## src/rtl/jump_unit_pkg.sv

```systemverilog
package jump_unit_pkg;

  typedef enum logic [2:0] {
    CC_NOT_ZERO = 3'd0,
    CC_ZERO     = 3'd1,
    CC_NO_CARRY = 3'd2,
    CC_CARRY    = 3'd3,
    CC_NEG      = 3'd4,
    CC_GE       = 3'd5,
    CC_LT       = 3'd6,
    CC_ALWAYS   = 3'd7
  } jmpCond_e;

  localparam int unsigned COND_COUNT = 8;

  // strobes from control to datapath
  typedef struct packed {
    logic load;
    logic take;
  } jmpStrobe_t;

endpackage

```

## src/rtl/jump_unit_ctrl.sv

```systemverilog
module jump_unit_ctrl
  import jump_unit_pkg::*;
(
  input  logic       clk,
  input  logic       rstN,
  input  logic       inValid,
  input  logic [2:0] cond,
  input  logic       flagC,
  input  logic       flagZ,
  input  logic       flagN,
  input  logic       flagV,
  output jmpStrobe_t strobe,
  output logic       outValid,
  output logic       taken
);

  logic [COND_COUNT-1:0] condHit;
  logic                  signedLess;
  logic                  takeNow;

  assign signedLess = flagN ^ flagV;

  // one hit bit per selector value
  always_comb begin
    condHit              = '0;
    condHit[CC_NOT_ZERO] = ~flagZ;
    condHit[CC_ZERO]     = flagZ;
    condHit[CC_NO_CARRY] = ~flagC;
    condHit[CC_CARRY]    = flagC;
    condHit[CC_NEG]      = flagN;
    condHit[CC_GE]       = ~signedLess;
    condHit[CC_LT]       = signedLess;
    condHit[CC_ALWAYS]   = 1'b1;
  end

  assign takeNow     = condHit[cond];
  assign strobe.load = inValid;
  assign strobe.take = inValid & takeNow;

  always_ff @(posedge clk) begin
    if (!rstN) begin
      outValid <= 1'b0;
      taken    <= 1'b0;
    end else begin
      outValid <= inValid;
      if (inValid) taken <= takeNow;
    end
  end

endmodule

```

## src/rtl/jump_unit_dp.sv

```systemverilog
module jump_unit_dp
  import jump_unit_pkg::*;
#(
  parameter int unsigned PC_W  = 16,
  parameter int unsigned OFF_W = 10
) (
  input  logic             clk,
  input  logic             rstN,
  input  logic [PC_W-1:0]  pc,
  input  logic [OFF_W-1:0] offset,
  input  jmpStrobe_t       strobe,
  output logic [PC_W-1:0]  nextPc
);

  localparam int unsigned EXT_W = PC_W - OFF_W;
  localparam logic [PC_W-1:0] INSN_BYTES = PC_W'(2);

  logic [PC_W-1:0] seqPc;
  logic [PC_W-1:0] dispBytes;
  logic [PC_W-1:0] targetPc;

  generate
    if (EXT_W > 0) begin : g_ext
      logic [PC_W-1:0] offWide;
      assign offWide   = {{EXT_W{offset[OFF_W-1]}}, offset};
      assign dispBytes = offWide << 1;
    end else begin : g_noext
      assign dispBytes = PC_W'(offset) << 1;
    end
  endgenerate

  assign seqPc    = pc + INSN_BYTES;
  assign targetPc = seqPc + dispBytes;

  always_ff @(posedge clk) begin
    if (!rstN) begin
      nextPc <= '0;
    end else if (strobe.load) begin
      nextPc <= strobe.take ? targetPc : seqPc;
    end
  end

endmodule

```

## src/rtl/jump_unit.sv

```systemverilog
module jump_unit
  import jump_unit_pkg::*;
#(
  parameter int unsigned PC_W  = 16,
  parameter int unsigned OFF_W = 10
) (
  input  logic             clk,
  input  logic             rstN,
  input  logic             inValid,
  input  logic [PC_W-1:0]  pc,
  input  logic [2:0]       cond,
  input  logic [OFF_W-1:0] offset,
  input  logic             flagC,
  input  logic             flagZ,
  input  logic             flagN,
  input  logic             flagV,
  output logic             outValid,
  output logic             taken,
  output logic [PC_W-1:0]  nextPc
);

  jmpStrobe_t strobe;

  jump_unit_ctrl ctrl_i (
    .clk      (clk),
    .rstN     (rstN),
    .inValid  (inValid),
    .cond     (cond),
    .flagC    (flagC),
    .flagZ    (flagZ),
    .flagN    (flagN),
    .flagV    (flagV),
    .strobe   (strobe),
    .outValid (outValid),
    .taken    (taken)
  );

  jump_unit_dp #(.PC_W(PC_W), .OFF_W(OFF_W)) dp_i (
    .clk    (clk),
    .rstN   (rstN),
    .pc     (pc),
    .offset (offset),
    .strobe (strobe),
    .nextPc (nextPc)
  );

endmodule

```

## config.mk

```make
export PLATFORM = sky130hd
export DESIGN_NAME = jump_unit
export DESIGN_NICKNAME = d
export VERILOG_FILES = /design/src/rtl/jump_unit_pkg.sv /design/src/rtl/jump_unit_ctrl.sv /design/src/rtl/jump_unit_dp.sv /design/src/rtl/jump_unit.sv
export SDC_FILE = /design/constraint.sdc
export NUM_CORES = 1
export LEC_CHECK = 0
export BUFFER_PORTS_ARGS = -buffer_cell sky130_fd_sc_hd__clkbuf_2
export CAP_MARGIN = 20
export CORE_MARGIN = 1
export CORE_UTILIZATION = 30
export CTS_CLUSTER_DIAMETER = 50
export DETAILED_ROUTE_END_ITERATION = 6
export PLACE_DENSITY = 0.57
export SETUP_SLACK_MARGIN = 0.4
export SLEW_MARGIN = 20
export SYNTH_ARGS = -nofsm -noshare
export SYNTH_HDL_FRONTEND = slang
export SYNTH_SLANG_ARGS = --single-unit
```

## constraint.sdc

```tcl
create_clock -name clk -period 3.4 [get_ports clk]
set_clock_uncertainty 0.15 [all_clocks]
set_input_delay 0 -clock clk [delete_from_list [all_inputs] [get_ports clk]]
set_output_delay 0 -clock clk [all_outputs]
set_load 0.005 [all_outputs]
```

==> results.toml <==
[layout]
fillers = 601
nNetsFinal = 339
regArea_um2 = 360
antennaDiodeCount = 0
multi_input_area_um2 = 1400
synthToLayoutAreaGrowth_pct = 25.7
final_cells = 354
drive_gt1_share_pct = 28.4

[sta]
rsz0062_at_grt = "no"
final.period_utilization_pct = 83.6
fmax_ghz = 0.352
setup_viol = 0
tightestPinTransition_ns = 0.632
min_period_ns = 2.84
hold_viol = 0
drv_slew = 0
fin_tns_setup_ns = 0
relSlewSlack_pct = 57.9

[synthesis]
yosys_register_bits = 18
synth_compound_area_share_pct = 26.8
syn_inst = 229
synth_xor_area_share_pct = 10.1
synth_adder_area_share_pct = 14.2
synth_edf_count = 0
synth_area_um2 = 1820
async_flop_share_pct = 0
avgSynthCellArea_um2 = 7.94
synth_top_family_by_area = "compound AO/OA/AOI/OAI gates"
syn_nets = 285
yosys.area_share.simple_pct = 20.9
synth-seq-area-share_pct = 19.8
synth_flop_cell = "dfxtp_1"
muxShareOfSynthArea_pct = 2.48
synth_cell_type_count = 50
yosys_warnings = 0

[status]
status = "completed"

[worst_setup_path]
path_cells = "dlygate4sd3_1 -> clkbuf_2 -> nand4_1 -> or3_4 -> nor2_1 -> xor2_2 -> ha_4 -> a21o_1 -> a21oi_1 -> o221ai_1 -> a21oi_1 -> xnor2_1 -> a211o_1 -> nand3_1"
worst_path_max_delay_cell = "dlygate4sd3_1"
cp-start-kind = "input port"
r2r_start = "dp_i.nextPc[11]"
crit_top_cell = "a21oi_1"
rr_worst_depth = 2
path_buf_inv = 2
worstPathArrival_ns = 2.90
max_stage_delay_ns = 0.52
required_ns = 3.45
cp_max_fo = 8
crit_type = "in2reg"
r2r_end = "dp_i.nextPc[11]"
end_kind = "flop"
critPathTopFamily = "compound AO/OA/AOI/OAI gates"
r2r_slack_ns = 2.53

[floorplan]
rows = 27
io_pins = 54
die_h_um = 79.8
start_util_pct = 32.0
die_w_um = 79.8
die_area_um2 = 6380
coreArea_um2 = 5680

[power_and_ir_drop]
pwr-share-clk_pct = 24.8
peakVddDrop_mv = 0.163
swShare_pct = 34.8
p_per_area_nw_per_um2 = 316
seqPwrFrac_pct = 33.4
power.leakage_uw = 0.00110
combPwrFrac_pct = 41.9
power_uw = 723
internal_power_uw = 472
switchingPower_uw = 251

[clock_network]
cts_tree = "done"
clock-sinks = 18
cts_buffers = 3
clockBufferDepth = 2
cts-root-buf = "clkbuf_8"
cts_htree_levels = 1
clk_latency_ns = 0.26
path_clk_slew_ns = 0.07

[routing]
wirelength_mm = 4.72
drtIter0Drc = 85
post-route-drc-count = 0
viasPerCell = 5.05
dr_total_vias = 1788
antenna_left = 0
routedWlPerCell_um = 13.3
dr.pass1.iters = 4

[global_route]
grt_overflow = 0
grt_pass1_vias = 1757
track_usage_pct = 15.2
antenna_found_initial = 0
grt_pass1_wl_mm = 7.72
grt_max_degree = 34

[worst_hold_path]
hold_path.class = "in2reg"
min_from = "pc[1]"
hold_depth = 3
worstHoldEndpoint = "dp_i.nextPc[1]"

[run]
drv_cap = 0

[placed_design]
io_buffers = 53
gp_congestion = 0.799
dp_cells = 344
dp_hpwl_mm = 3.75
-- power groups by stage --
| stage | clock (uW) | sequential (uW) | combinational (uW) |
|---|---|---|---|
| finish | 179 | 241 | 303 |
| CTS | 180 | 242 | 299 |
| detailed placement | 0 | 246 | 293 |
| global placement | 0 | 246 | 289 |
| floorplan | 0 | 247 | 200 |
| global route | 190 | 244 | 341 |
-- logic make-up (layout without fill, tap and decap cells) --
family / count (synthesis) / in the layout
AND/OR/NAND/NOR: 75 / 75
AO/OA/AOI/OAI: 66 / 66
buffers and inverters: 25 / 78
XOR/XNOR: 21 / 21
adder cells (fa/ha/maj): 20 / 20
flip-flops: 18 / 18
multiplexers: 4 / 4
-- metal layers --
layer  vias up  GRT usage (%)  routed length, um
met5         -              0                  0
met2        44           27.9               2320
met1       804           18.7               2160
met4         0           2.50                 38
li1        936              -                  -
met3         4           2.63                201
-- worst min-delay path, stage by stage --
cell	delay (ns)
clkbuf_2	0.14
o211ai_1	0.12
o211a_1	0.11
-- timing repair --
item,4_1_cts,5_1_grt
setup endpoints to repair,0,4
endpoints found under the hold margin,4,0
resized for setup,0,9
hold buffers,4,0
setup buffers,0,2
-- final cells by class --
class	instances	area share (%)
repair buffers	60	14.3
clock buffers	4	2.41
flip-flops and latches	18	15.8
inverters	14	2.30
well taps	72	3.94
multi-input cells	186	61.2
-- stage by stage --
step	instance area, um^2	hold slack [ns]	utilization (%)	worst slack, ns
4_1_cts	2220	0.0238	39.2	0.525
2_1_floorplan	1820	0.0195	-	0.970
5_1_grt	2280	0.0568	40.3	0.399
3_5_place_dp	2130	0.128	37.5	0.645
6_report	2280	0.0122	40.3	0.557
3_3_place_gp	2130	0.125	37.5	0.689
-- sequential cells by signal, summed over array words and instances (netlist names) --
name / flops
ctrl_i.outValid: 1
ctrl_i.taken: 1
dp_i.nextPc: 16
-- cell usage after synthesis (all sizes together) (6+ instances only) --
library cell	instances	area, um^2
xnor2	13	114
inv	14	52.6
dfxtp	18	360
ha	19	238
nand2	27	101
nor2	13	48.8
o211ai	6	45.0
a21oi	13	65.1
o21ai	13	65.1
o211a	7	70.1
a21o	6	46.3
nand4	9	56.3
xor2	8	70.1
clkbuf	8	30.0
a31oi	7	50.1
nand3	9	50.1
-- placed cells by master, fill, tap and decap left out, drive strengths merged, types with 3 or more instances in the layout --
cell type    synthesis  routed
ha                  19      19
nor2b                3       3
buf                  3       3
xor2                 8       8
inv                 14      14
o211a                7       7
a31oi                7       7
nand3                9       9
nand2               27      27
nand4                9       9
nor3                 3       3
mux2i                3       3
o211ai               6       6
dfxtp               18      18
or3                  3       3
clkbuf               8      57
a21o                 6       6
nor2                13      13
dlygate4sd3          0       4
xnor2               13      13
o21ai               13      13
a21oi               13      13
-- how the worst max path moves through the flow --
stage / startpoint / endpoint / slack (ns) / cells after the start
floorplan: pc[1] / dp_i.nextPc[15] / 0.97 / 13
global placement: pc[1] / dp_i.nextPc[15] / 0.69 / 13
detailed placement: pc[1] / dp_i.nextPc[15] / 0.65 / 13
CTS: pc[8] / dp_i.nextPc[15] / 0.53 / 14
global route: pc[8] / dp_i.nextPc[15] / 0.40 / 14
finish: pc[8] / dp_i.nextPc[15] / 0.56 / 14
(Power assumes the default switching activity.)
